[config.mk]
export PLATFORM = sky130hd
export DESIGN_NAME = nvm_wiper_seq
export DESIGN_NICKNAME = d
export VERILOG_FILES = /design/src/rtl/nvseq_pkg.sv /design/src/rtl/nvseq_timer.sv /design/src/rtl/nvseq_cell.sv /design/src/rtl/nvseq_ctrl.sv /design/src/rtl/nvm_wiper_seq.sv
export SDC_FILE = /design/constraint.sdc
export NUM_CORES = 1
export LEC_CHECK = 0
export ABC_AREA = 0
export ABC_CLOCK_PERIOD_IN_PS = 3750
export BUFFER_PORTS_ARGS = -buffer_cell sky130_fd_sc_hd__buf_2
export CORE_UTILIZATION = 46
export CTS_BUF_LIST = sky130_fd_sc_hd__clkbuf_8
export DETAILED_ROUTE_END_ITERATION = 8
export GPL_TIMING_DRIVEN = 0
export REMOVE_ABC_BUFFERS = 1
export SYNTH_ARGS = -nofsm -noshare
export SYNTH_HDL_FRONTEND = slang
export SYNTH_SLANG_ARGS = --single-unit
[constraint.sdc]
create_clock -name clk -period 3.75 [get_ports clk]
set_input_delay 0.375 -clock clk [delete_from_list [all_inputs] [get_ports clk]]
set_output_delay 0.375 -clock clk [all_outputs]
set_load 0.005 [all_outputs]
[src/rtl/nvseq_pkg.sv]
package nvseq_pkg;

  typedef enum logic [2:0] {
    SQ_BOOT   = 3'd0,
    SQ_IDLE   = 3'd1,
    SQ_STORE  = 3'd2,
    SQ_RECALL = 3'd3,
    SQ_HOLD   = 3'd4
  } seq_state_e;

  function automatic int unsigned cnt_width(input int unsigned maxval);
    if (maxval < 2) return 1;
    return $clog2(maxval + 1);
  endfunction

endpackage

[src/rtl/nvseq_timer.sv]
module nvseq_timer #(
  parameter int unsigned   W       = 4,
  parameter logic [W-1:0]  RST_VAL = '0
) (
  input  logic         clk,
  input  logic         rst_n,
  input  logic         load,
  input  logic [W-1:0] load_val,
  input  logic         dec,
  output logic [W-1:0] cnt,
  output logic         zero
);

  logic [W-1:0] cnt_q;
  logic [W-1:0] cnt_d;
  logic         cnt_en;

  assign zero = (cnt_q == '0);
  assign cnt  = cnt_q;

  always_comb begin
    cnt_en = 1'b0;
    cnt_d  = cnt_q;
    if (load) begin
      cnt_en = 1'b1;
      cnt_d  = load_val;
    end else if (dec && !zero) begin
      cnt_en = 1'b1;
      cnt_d  = cnt_q - 1'b1;
    end
  end

  always_ff @(posedge clk or negedge rst_n) begin
    if (!rst_n) begin
      cnt_q <= RST_VAL;
    end else if (cnt_en) begin
      cnt_q <= cnt_d;
    end
  end

  // windows shrink by exactly one per enabled cycle
  a_r3_count_step: assert property (@(posedge clk) disable iff (!rst_n)
    (!load && dec && !zero) |=> (cnt == $past(cnt) - 1'b1));

  // an expired window stays expired until reloaded
  a_r4_floor_hold: assert property (@(posedge clk) disable iff (!rst_n)
    (zero && !load) |=> zero);

endmodule

[src/rtl/nvseq_cell.sv]
module nvseq_cell #(
  parameter int unsigned      W       = 8,
  parameter logic [W-1:0]     FACTORY = 8'h80
) (
  input  logic         clk,
  input  logic         prog,
  input  logic         commit,
  input  logic [W-1:0] commit_data,
  output logic [W-1:0] value
);

  // Nonvolatile model: deliberately outside the power-on reset domain.
  logic [W-1:0] mem_q;
  logic [W-1:0] mem_d;
  logic         mem_en;

  always_comb begin
    mem_en = prog | commit;
    mem_d  = prog ? FACTORY : commit_data;
  end

  always_ff @(posedge clk) begin
    if (mem_en) begin
      mem_q <= mem_d;
    end
  end

  assign value = mem_q;

endmodule

[src/rtl/nvseq_ctrl.sv]
module nvseq_ctrl
  import nvseq_pkg::*;
#(
  parameter int unsigned  W         = 8,
  parameter int unsigned  TW        = 4,
  parameter int unsigned  T_STORE   = 8,
  parameter int unsigned  T_RESTORE = 4,
  parameter logic [W-1:0] MID       = 8'h80
) (
  input  logic          clk,
  input  logic          rst_n,
  input  logic          store_req,
  input  logic          restore_req,
  input  logic          nop_req,
  input  logic          wr_en,
  input  logic [W-1:0]  wr_data,
  input  logic          tmr_zero,
  input  logic          unlocked,
  input  logic [W-1:0]  cell_q,
  output logic          tmr_load,
  output logic [TW-1:0] tmr_load_val,
  output logic          tmr_dec,
  output logic          cell_commit,
  output logic [W-1:0]  cell_data,
  output logic [W-1:0]  wiper,
  output logic          busy,
  output logic          lp_idle
);

  localparam logic [TW-1:0] STORE_LD  = TW'(T_STORE - 1);
  localparam logic [TW-1:0] RECALL_LD = TW'(T_RESTORE - 1);

  seq_state_e   state_q, state_d;
  logic [W-1:0] wiper_q, wiper_d;
  logic         wiper_en;
  logic [W-1:0] snap_q;
  logic         snap_en;
  logic         recalling;

  assign recalling = (state_q == SQ_BOOT) || (state_q == SQ_RECALL);

  always_comb begin
    state_d      = state_q;
    tmr_load     = 1'b0;
    tmr_load_val = '0;
    tmr_dec      = 1'b0;
    cell_commit  = 1'b0;
    snap_en      = 1'b0;
    wiper_en     = 1'b0;
    wiper_d      = wiper_q;

    if (wr_en && !recalling) begin
      wiper_en = 1'b1;
      wiper_d  = wr_data;
    end

    unique case (state_q)
      SQ_IDLE, SQ_HOLD: begin
        if (store_req && unlocked) begin
          state_d      = SQ_STORE;
          tmr_load     = 1'b1;
          tmr_load_val = STORE_LD;
          snap_en      = 1'b1;
        end else if (restore_req) begin
          state_d      = SQ_RECALL;
          tmr_load     = 1'b1;
          tmr_load_val = RECALL_LD;
        end else if (nop_req) begin
          state_d = SQ_IDLE;
        end
      end
      SQ_STORE: begin
        tmr_dec = 1'b1;
        if (tmr_zero) begin
          cell_commit = 1'b1;
          state_d     = SQ_IDLE;
        end
      end
      SQ_BOOT, SQ_RECALL: begin
        tmr_dec = 1'b1;
        if (tmr_zero) begin
          wiper_en = 1'b1;
          wiper_d  = cell_q;
          state_d  = (state_q == SQ_BOOT) ? SQ_IDLE : SQ_HOLD;
        end
      end
      default: state_d = SQ_IDLE;
    endcase
  end

  always_ff @(posedge clk or negedge rst_n) begin
    if (!rst_n) begin
      state_q <= SQ_BOOT;
    end else begin
      state_q <= state_d;
    end
  end

  always_ff @(posedge clk or negedge rst_n) begin
    if (!rst_n) begin
      wiper_q <= MID;
    end else if (wiper_en) begin
      wiper_q <= wiper_d;
    end
  end

  always_ff @(posedge clk or negedge rst_n) begin
    if (!rst_n) begin
      snap_q <= '0;
    end else if (snap_en) begin
      snap_q <= wiper_q;
    end
  end

  assign cell_data = snap_q;
  assign wiper     = wiper_q;
  assign busy      = (state_q == SQ_STORE) || recalling;
  assign lp_idle   = (state_q == SQ_IDLE);

  // a store only begins once the lockout timer has run out
  a_r4_store_after_lockout: assert property (@(posedge clk) disable iff (!rst_n)
    (state_q == SQ_STORE && $past(state_q) != SQ_STORE) |-> $past(unlocked));

  // a running store is not cut short by any request
  a_r5_store_runs_out: assert property (@(posedge clk) disable iff (!rst_n)
    (state_q == SQ_STORE && !tmr_zero) |=> (state_q == SQ_STORE));

  // the wiper moves during a store only through a direct write
  a_r6_wiper_still_in_store: assert property (@(posedge clk) disable iff (!rst_n)
    (state_q == SQ_STORE && $past(state_q) == SQ_STORE && !$past(wr_en))
      |-> $stable(wiper_q));

  // the read-active state persists while no request arrives
  a_r7_hold_persists: assert property (@(posedge clk) disable iff (!rst_n)
    (state_q == SQ_HOLD && !store_req && !restore_req && !nop_req)
      |=> (state_q == SQ_HOLD));

endmodule

[src/rtl/nvm_wiper_seq.sv]
module nvm_wiper_seq
  import nvseq_pkg::*;
#(
  parameter int unsigned DATA_W    = 8,
  parameter int unsigned T_RESTORE = 30000,
  parameter int unsigned T_STORE   = 2600000,
  parameter int unsigned T_LOCKOUT = 54000
) (
  input  logic              clk,
  input  logic              rst_n,
  input  logic              factory_prog,
  input  logic              store_req,
  input  logic              restore_req,
  input  logic              nop_req,
  input  logic              wr_en,
  input  logic [DATA_W-1:0] wr_data,
  output logic [DATA_W-1:0] wiper,
  output logic              busy,
  output logic              lp_idle
);

  localparam logic [DATA_W-1:0] MIDSCALE = {1'b1, {(DATA_W-1){1'b0}}};
  localparam int unsigned SEQ_MAX = (T_STORE > T_RESTORE) ? T_STORE : T_RESTORE;
  localparam int unsigned SEQ_W   = cnt_width(SEQ_MAX);
  localparam int unsigned LOCK_W  = cnt_width(T_LOCKOUT);

  logic              tmr_load;
  logic [SEQ_W-1:0]  tmr_load_val;
  logic              tmr_dec;
  logic              tmr_zero;
  logic [SEQ_W-1:0]  tmr_cnt;
  logic              lock_done;
  logic [LOCK_W-1:0] lock_cnt;
  logic              cell_commit;
  logic [DATA_W-1:0] cell_data;
  logic [DATA_W-1:0] cell_q;

  nvseq_timer #(
    .W       (SEQ_W),
    .RST_VAL (SEQ_W'(T_RESTORE - 1))
  ) u_seq_tmr (
    .clk      (clk),
    .rst_n    (rst_n),
    .load     (tmr_load),
    .load_val (tmr_load_val),
    .dec      (tmr_dec),
    .cnt      (tmr_cnt),
    .zero     (tmr_zero)
  );

  nvseq_timer #(
    .W       (LOCK_W),
    .RST_VAL (LOCK_W'(T_LOCKOUT))
  ) u_lock_tmr (
    .clk      (clk),
    .rst_n    (rst_n),
    .load     (1'b0),
    .load_val ('0),
    .dec      (1'b1),
    .cnt      (lock_cnt),
    .zero     (lock_done)
  );

  nvseq_cell #(
    .W       (DATA_W),
    .FACTORY (MIDSCALE)
  ) u_cell (
    .clk         (clk),
    .prog        (factory_prog),
    .commit      (cell_commit),
    .commit_data (cell_data),
    .value       (cell_q)
  );

  nvseq_ctrl #(
    .W         (DATA_W),
    .TW        (SEQ_W),
    .T_STORE   (T_STORE),
    .T_RESTORE (T_RESTORE),
    .MID       (MIDSCALE)
  ) u_ctrl (
    .clk          (clk),
    .rst_n        (rst_n),
    .store_req    (store_req),
    .restore_req  (restore_req),
    .nop_req      (nop_req),
    .wr_en        (wr_en),
    .wr_data      (wr_data),
    .tmr_zero     (tmr_zero),
    .unlocked     (lock_done),
    .cell_q       (cell_q),
    .tmr_load     (tmr_load),
    .tmr_load_val (tmr_load_val),
    .tmr_dec      (tmr_dec),
    .cell_commit  (cell_commit),
    .cell_data    (cell_data),
    .wiper        (wiper),
    .busy         (busy),
    .lp_idle      (lp_idle)
  );

  // the cell is only written when the transfer window has closed
  a_r3_commit_closes_window: assert property (@(posedge clk) disable iff (!rst_n)
    cell_commit |-> (busy && tmr_cnt == '0));

  // the idle flag never overlaps a transfer
  a_r9_idle_not_busy: assert property (@(posedge clk) disable iff (!rst_n)
    lp_idle |-> !busy);

endmodule

==> flow_summary.json, run 1 <==
{
  "status": "complete, no violations",
  "finalNetCount": 354,
  "track_usage_pct": 19.5,
  "dp_hpwl_um": 4340,
  "multi_input_area_um2": 1500,
  "yosys_register_bits": 65,
  "cpMaxStageDelayCell": "o21ai_1",
  "cts_sinks": 65,
  "critPathTopFamily": "compound AO/OA/AOI/OAI gates",
  "crit_path_start": "u_seq_tmr.cnt[17]",
  "grt_overflow": 0,
  "core_um2": 6830,
  "vias_per_cell": 5.44,
  "post_cts_buffers": 0,
  "final_cells": 436,
  "wl_um": 6570,
  "setup_viol": 0,
  "cts_resized": 0,
  "detail-route-antenna-nets": 0,
  "antenna_found_initial": 0,
  "numPortBuffers": 24,
  "gp_congestion": 0.759,
  "combPwrFrac_pct": 27.8,
  "num_rows": 30,
  "fillers": 644,
  "internal-power_mw": 1.54,
  "ys.flop_type": "dfrtp_1",
  "die_h_um": 86.5,
  "die_area_um2": 7480,
  "worst-slew-pin-transition_ns": 1.03,
  "setup_tns_ns": 0,
  "fin_crit_ns": 2.92,
  "crit_path_max_fanout": 14,
  "cts_tree": "yes",
  "synth_cell_types": 52,
  "synth-compound-area-share_pct": 10.8,
  "worst-setup-path-type": "register to register",
  "drt_iter0_drc": 138,
  "place_inst": 419,
  "first_global_vias": 2160,
  "wl_per_cell_um": 15.1,
  "syn_area_per_cell_um2": 10.6,
  "maxSlewHeadroom_pct": 31.0,
  "dieWidth_um": 86.5,
  "n_antenna_cell": 0,
  "power_frac_seq_pct": 47.2,
  "synth_top_family_by_area": "simple AND/OR/NAND/NOR gates",
  "max_stage_delay_ns": 0.98,
  "p_sw_share_pct": 34.5,
  "ff_latch_area_um2": 1690,
  "yosys_warnings": 0,
  "clkPwrFrac_pct": 25.0,
  "root_buffer": "clkbuf_8",
  "syn_area_um2": 3280,
  "num_vias": 2373,
  "ir_drop_v": 0.000289,
  "dr.pass1.iters": 4,
  "clock_skew_ns": 0.00616,
  "yosys.area_share.adder_pct": 1.52,
  "placed_area_um2": 3470,
  "fin_area_um2": 3670,
  "rsz0062_at_grt": "no",
  "drv_slew": 0,
  "layout_common_cells": "38 x dfrtp_1, 34 x nor2_1, 24 x buf_2, 19 x dfstp_2, 17 x xor2_1",
  "max_clock_freq_mhz": 342,
  "r2r-start": "u_seq_tmr.cnt[17]",
  "cts.clk_slew.worst_paths_ns": 0.07,
  "syn_inst": 310,
  "grt_pass1_wl_um": 11000,
  "insertion_delay_ns": 0.34,
  "crit_required_ns": 4.02,
  "hold_path_class": "primary input to asynchronous set/reset pin",
  "yosysTopAreaCellShare_pct": 29.0,
  "cp.arrival_ns": 3.20,
  "area_delta_synth_final_pct": 11.8,
  "synth-xor-area-share_pct": 5.87,
  "synth-simple-area-share_pct": 22.2,
  "grt_max_degree": 58,
  "synth-edff-count": 8,
  "ctsHoldBuffers": 0,
  "yosysSeqAreaShare_pct": 51.5,
  "cap_violations": 0,
  "drc": 0,
  "clk_path_buf_depth": 2,
  "cp-start-kind": "register",
  "critPathBufInv": 0,
  "hold_viol_final": 0,
  "synth_mux_area_share_pct": 5.30,
  "crit_path_end_kind": "register",
  "h-tree-depth": 3,
  "synth_top_cell_by_area": "dfrtp_1",
  "ios": 25,
  "start_util_pct": 48.1,
  "power_density_nw_per_um2": 640,
  "finalCritPeriodShare_pct": 77.9,
  "async_flop_share_pct": 87.7,
  "mostFrequentLayoutCell": "dfrtp_1",
  "layout-drive-gt1-share_pct": 23.5,
  "p_sw_uw": 811,
  "leakage_nw": 1.60,
  "yosys-top-cells-area": "dfrtp_1 29%, dfstp_2 15%, edfxtp_1 7.3%, xor2_1 4.5%, nor2_1 3.9%",
  "fin_total_pwr_mw": 2.35,
  "crit_chain": "nor4_1, nand4b_1, o21ai_1, o21ai_0, a21oi_1",
  "numCtsBuffers": 9
}
==> cell families (layout without fill, tap and decap cells) <==
group | count (synthesis) | count (layout)
AOI/OAI and AO/OA | 55 | 55
DFF | 65 | 65
adders and majority gates | 4 | 4
buffers and inverters | 21 | 51
muxes | 16 | 16
and+or+nand+nor | 127 | 127
xor gates and xnor gates | 22 | 22
==> flip-flops by register name (all words and copies together), names as in the netlist <==
signal and cells:
u_seq_tmr.cnt 22, u_lock_tmr.cnt 16, u_ctrl.cell_data 8, u_ctrl.wiper 8
u_cell.value 8, u_ctrl.state_q 3
==> synth_stat cells, drive strengths merged (2+ instances only) <==
library cell,count
nand3b,2
and3,2
nor2,34
ha,4
or4,7
buf,5
dfrtp,38
o41ai,2
inv,10
o31a,2
nor3,13
and2,2
nand2,13
nor2b,9
nand2b,2
mux2,8
o31ai,3
clkbuf,6
nor4,10
xor2,17
or2,4
mux2i,8
or3,4
nand4,6
o211ai,11
dfstp,19
o21ai,16
nand3,13
a21oi,13
edfxtp,8
or4b,2
xnor2,5
==> power by group through the flow <==
| stage | combinational (mW) | sequential (mW) | clock [mW] |
|---|---|---|---|
| after floorplan | 0.467 | 1.08 | 0 |
| after global placement | 0.645 | 1.12 | 0 |
| after detailed placement | 0.655 | 1.12 | 0 |
| after CTS | 0.659 | 1.11 | 0.604 |
| after global routing | 0.743 | 1.14 | 0.630 |
| final | 0.653 | 1.11 | 0.589 |
==> per-stage QoR <==
step           hold WS [ns]  utilization, %  setup WS, ns
2_1_floorplan        0.0794               -          1.40
3_3_place_gp          0.473            50.8         0.840
3_5_place_dp          0.476            50.8         0.773
4_1_cts               0.273            53.6         0.721
5_1_grt               0.160            53.8         0.630
6_report             0.0758            53.8         0.828
==> area by class of cell <==
type	instances	share of cell area [%]
Sequential cell	65	46.0
Multi-Input combinational cell	224	40.9
Timing Repair Buffer	25	3.48
Clock buffer	9	3.37
Tap cell	96	3.27
Clock inverter	7	1.91
Inverter	10	1.02
==> layer usage <==
metal | up-vias | share of wire, % | GRT usage [%]
met5 | - | 0 | 0
met3 | 11 | 4.9 | 3.81
met1 | 1125 | 52 | 28.8
met2 | 53 | 42 | 27.8
li1 | 1184 | - | -
met4 | 0 | 1.6 | 8.18
==> worst paths after layout <==
| path | endpoint | slack, ns | cells past startpoint |
|---|---|---|---|
| max in group asynchronous | u_seq_tmr.cnt[7] | 3.19 | 1 |
| setup reg to reg | u_seq_tmr.cnt[8] | 0.83 | 5 |
| min in group clk | u_ctrl.wiper[2] | 0.28 | 3 |
| hold / removal | u_seq_tmr.cnt[9] | 0.08 | 1 |
| hold reg to reg | u_lock_tmr.cnt[14] | 0.48 | 2 |
| setup / recovery | u_seq_tmr.cnt[8] | 0.83 | 5 |
Power figures use the tool's default switching activity.
==> run 2: changes to the inputs <==
ABC_CLOCK_PERIOD_IN_PS = 2400   (was 3750)
PLACE_DENSITY = 0.66   (was unset)
clock period = 2.4 ns   (was 3.75 ns; I/O delays follow)
==> flow_summary.json, run 2 (synthesis results as in run 1) <==
{
  "start_util_pct": 48.1,
  "min_delay_path_depth": 3,
  "drt_iter0_drc": 166,
  "grt_max_degree": 58,
  "power_density_nw_per_um2": 989,
  "n_antenna_cell": 0,
  "fin_crit_ns": 2.34,
  "maxSlewHeadroom_pct": 27.4,
  "setup_viol": 0,
  "die_h_um": 86.5,
  "grt_use_met1_pct": 27.9,
  "root_buffer": "clkbuf_8",
  "clk_path_buf_depth": 2,
  "num_vias": 2476,
  "core_um2": 6830,
  "hold_path_class": "primary input to register",
  "numCtsBuffers": 9,
  "fillers": 622,
  "gp_congestion": 0.773,
  "dp_hpwl_um": 4370,
  "cts_tree": "yes",
  "use_met2_pct": 29.5,
  "layout-drive-gt1-share_pct": 27.7,
  "hold_viol_final": 0,
  "ios": 25,
  "multi_input_area_um2": 1610,
  "rrSetupSlack_ns": 0.06,
  "h-tree-depth": 3,
  "clock_skew_ns": 0.0126,
  "dr.pass1.iters": 4,
  "place_ws_ns": -0.544,
  "layout_common_cells": "38 x dfrtp_1, 33 x nor2_1, 23 x buf_2, 19 x dfstp_2, 17 x xor2_1",
  "area_delta_synth_final_pct": 16.8,
  "track_usage_pct": 19.9,
  "status": "complete, no violations",
  "worst-slew-pin-transition_ns": 1.08,
  "setup_slack_ns": 0.0566,
  "grt_busiest_layer": "met2",
  "finalCritPeriodShare_pct": 97.6,
  "rsz0062_at_grt": "yes",
  "drv_slew": 0,
  "gr-usage-met3_pct": 5.71,
  "cts.clk_slew.worst_paths_ns": 0.08,
  "crit_path_max_fanout": 5,
  "detail-route-antenna-nets": 0,
  "mostFrequentLayoutCell": "dfrtp_1",
  "cp.arrival_ns": 2.62,
  "cp-start-kind": "register",
  "wl_um": 6930,
  "first_global_vias": 2240,
  "numPortBuffers": 24,
  "holdWs_ns": 0.140,
  "die_area_um2": 7480,
  "place_inst": 419,
  "final_cells": 443,
  "num_rows": 30,
  "largest_reg_flops": 22,
  "r2r_cells": 7,
  "cts_sinks": 65,
  "cap_violations": 0,
  "worst-setup-path-type": "register to register",
  "grt_overflow": 0,
  "dieWidth_um": 86.5,
  "finalNetCount": 361,
  "max_clock_freq_mhz": 427,
  "wl_per_cell_um": 15.6,
  "grt_pass1_wl_um": 11100,
  "crit_path_end_kind": "register",
  "ir_drop_v": 0.000479,
  "crit_required_ns": 2.68,
  "antenna_found_initial": 0,
  "ff_latch_area_um2": 1690,
  "drc": 0,
  "leakage_nw": 1.65,
  "vias_per_cell": 5.59,
  "insertion_delay_ns": 0.35
}
[run 2: cell count changes in the layout (fill, tap and decap cells not counted), moves of 2 or more]
cell	previous run	this run
or4_1	7	5
or4_4	0	3
nor4_4	2	5
nor4_2	2	0
buf_4	1	7
[run 2: path summary, 6_finish.rpt]
| kind | startpoint | end |
|---|---|---|
| setup / recovery | u_lock_tmr.cnt[0] | u_lock_tmr.cnt[9] |
| hold / removal | wr_data[1] | u_ctrl.wiper[1] |
| setup reg to reg | u_lock_tmr.cnt[0] | u_lock_tmr.cnt[9] |
| hold reg to reg | u_lock_tmr.cnt[14] | u_lock_tmr.cnt[14] |
| max in group asynchronous | rst_n | u_seq_tmr.cnt[7] |
| min in group asynchronous | rst_n | u_seq_tmr.cnt[16] |
[run 2: cell type report]
class                   count  area share [%]
flip-flops and latches     65            44.1
multi-input cells         225            41.9
repair buffers             31            4.63
clock buffers               9            3.23
well taps                  96            3.13
clock inverters             7            2.09
inverters                  10           0.979
[run 2: critical path: stages, from the launching register on]
cell     delay, ns
dfrtp_1       0.42
inv_1         0.09
ha_1          0.15
or4b_2        0.65
or2_2         0.38
o21ai_1       0.31
or3_1         0.17
xnor2_1       0.11
[run 2: report_power, final]
part	total (mW)	internal, mW	switching, mW
combinational	1.07	0.472	0.596
sequential	1.76	1.47	0.291
clock	0.959	0.490	0.469
[run 2: repair_timing]
action,CTS,global route
setup endpoints to repair,42,25
resized for setup,5,12
hold endpoints to repair,0,1
gates cloned,0,1
pin swaps,2,4
buffers inserted,6,0
hold buffers,0,1
[run 2: per-layer routing]
| metal | vias up | wire length, µm |
|---|---|---|
| met5 | - | 0 |
| met4 | 0 | 57 |
| met3 | 4 | 264 |
| met2 | 55 | 3200 |
| met1 | 1221 | 3410 |
| li1 | 1196 | - |
[run 2: per-stage QoR]
step                      setup TNS (ns)  util, %  area [µm²]  power, mW
after global placement            -11.48     50.8        3470       2.74
after floorplan                        0        -        3230       2.42
after global routing             -0.0538     56.1        3830       4.04
after detailed placement          -11.76     50.8        3470       2.77
after CTS                              0     54.9        3750       3.77
final                                  0     56.1        3830       3.79
==> run 3: changes to the inputs <==
ABC_CLOCK_PERIOD_IN_PS = 2920   (was 2400)
PLACE_DENSITY = unset   (was 0.66)
clock period = 2.92 ns   (was 2.4 ns; I/O delays follow)
==> flow_summary.json, run 3 (synthesis results as in run 1) <==
{
  "wl_met1_um": 3410,
  "cp-start-kind": "register",
  "drt_iter0_drc": 118,
  "max_clock_freq_mhz": 373,
  "largest_reg_flops": 22,
  "antenna_found_initial": 0,
  "dp_hpwl_um": 4340,
  "root_buffer": "clkbuf_8",
  "cap_violations": 0,
  "critPathBufInv": 0,
  "status": "finished, violations left",
  "rsz0062_at_grt": "no",
  "crit_path_max_fanout": 11,
  "combPwrFrac_pct": 27.8,
  "internal-power_mw": 1.98,
  "worst-setup-path-type": "register to register",
  "finalNetCount": 353,
  "cpMaxStageDelayCell": "or4_4",
  "ios": 25,
  "ctsHoldBuffers": 0,
  "power_density_nw_per_um2": 821,
  "cts_tree": "yes",
  "n_antenna_cell": 0,
  "core_um2": 6830,
  "layout_common_cells": "38 x dfrtp_1, 34 x nor2_1, 23 x buf_2, 19 x dfstp_2, 17 x xor2_1",
  "clock_skew_ns": 0.00644,
  "top_layer_used": "met4",
  "wl_met3_um": 286,
  "max_stage_delay_ns": 0.79,
  "holdWs_ns": -0.00397,
  "hold_viol_final": 2,
  "drc": 0,
  "gp_congestion": 0.759,
  "numPortBuffers": 24,
  "power_frac_seq_pct": 47.2,
  "crit_required_ns": 3.10,
  "layout-drive-gt1-share_pct": 24.2,
  "start_util_pct": 48.1,
  "detail-route-antenna-nets": 0,
  "cp.arrival_ns": 2.86,
  "area_delta_synth_final_pct": 12.0,
  "track_usage_pct": 19.5,
  "post_cts_buffers": 0,
  "num_vias": 2363,
  "die_h_um": 86.5,
  "h-tree-depth": 3,
  "grt_pass1_wl_um": 11000,
  "p_sw_share_pct": 34.5,
  "die_area_um2": 7480,
  "cts_sinks": 65,
  "crit_path_end_kind": "register",
  "clk_path_buf_depth": 2,
  "insertion_delay_ns": 0.34,
  "fin_crit_ns": 2.68,
  "maxSlewHeadroom_pct": 31.9,
  "grt_overflow": 0,
  "cts.clk_slew.worst_paths_ns": 0.07,
  "clkPwrFrac_pct": 25.0,
  "violations": "negative hold slack",
  "numCtsBuffers": 9,
  "dr.pass1.iters": 4,
  "fin_total_pwr_mw": 3.02,
  "drv_slew": 0,
  "finalCritPeriodShare_pct": 91.7,
  "wl_per_cell_um": 15.0,
  "hold_path_class": "primary input to asynchronous set/reset pin",
  "mostFrequentLayoutCell": "dfrtp_1",
  "leakage_nw": 1.60,
  "crit_chain": "nor4_1, nand4b_1, or4_4, mux2i_1, a21oi_1",
  "dr_wl_met2_um": 2740,
  "placed_area_um2": 3470,
  "grt_max_degree": 58,
  "dieWidth_um": 86.5,
  "vias_per_cell": 5.43,
  "setup_viol": 0,
  "p_sw_mw": 1.04,
  "first_global_vias": 2160,
  "finalCoreUtilization_pct": 53.9,
  "critPathTopFamily": "simple AND/OR/NAND/NOR gates",
  "num_rows": 30,
  "ir_drop_v": 0.000404,
  "fillers": 640,
  "fin_area_um2": 3680,
  "wl_um": 6540,
  "worst-slew-pin-transition_ns": 1.02
}
-- run 3: changes by cell type in the layout (fill, tap and decap cells not counted), sizes merged --
cell / change
buf: -6
dlygate4sd3: -1
clkinv: +1
or4: -1
clkinvlp: -1
-- run 3: area by class of cell --
class | count | area [µm²] | share of cell area (%)
tap | 96 | 120 | 3.26
multi-input combinational | 224 | 1520 | 41.2
sequential | 65 | 1690 | 45.9
clock inverter | 7 | 70.1 | 1.90
clock buffer | 9 | 124 | 3.37
timing repair buffer | 24 | 123 | 3.33
inverter | 10 | 37.5 | 1.02
-- run 3: final timing paths --
check / startpoint / to / slack [ns] / depth (start not counted)
hold reg to reg: u_lock_tmr.cnt[14] / u_lock_tmr.cnt[14] / 0.48 / 2
min in group clk: wr_data[2] / u_ctrl.wiper[2] / 0.19 / 3
hold / removal: rst_n / u_seq_tmr.cnt[9] / -0.004 / 1
setup reg to reg: u_seq_tmr.cnt[17] / u_ctrl.wiper[0] / 0.24 / 5
setup / recovery: u_seq_tmr.cnt[17] / u_ctrl.wiper[0] / 0.24 / 5
max in group asynchronous: rst_n / u_lock_tmr.cnt[0] / 2.43 / 1
-- run 3: what timing repair did --
action,CTS,global route
pin swaps,0,1
endpoints found under the setup margin,8,18
gates resized for setup,1,2
-- run 3: layer usage --
| layer | up-vias | global-route usage [%] |
|---|---|---|
| met5 | - | 0 |
| met4 | 0 | 8.18 |
| met3 | 9 | 3.81 |
| met2 | 48 | 27.8 |
| met1 | 1124 | 28.8 |
| li1 | 1182 | - |
-- run 3: power groups by stage --
stage,registers [mW],clock network [mW],logic [mW]
finish,1.43,0.756,0.839
global route,1.46,0.810,0.958
CTS,1.42,0.775,0.846
detailed placement,1.44,0,0.841
global placement,1.43,0,0.829
floorplan,1.39,0,0.599
-- run 3: stage by stage --
stage	instances	setup TNS (ns)	setup slack, ns
6_report	435	0	0.243
2_1_floorplan	299	0	0.568
5_1_grt	435	0	0.0736
3_5_place_dp	419	-0.457	-0.0573
4_1_cts	435	0	0.0633
3_3_place_gp	419	0	0.0104
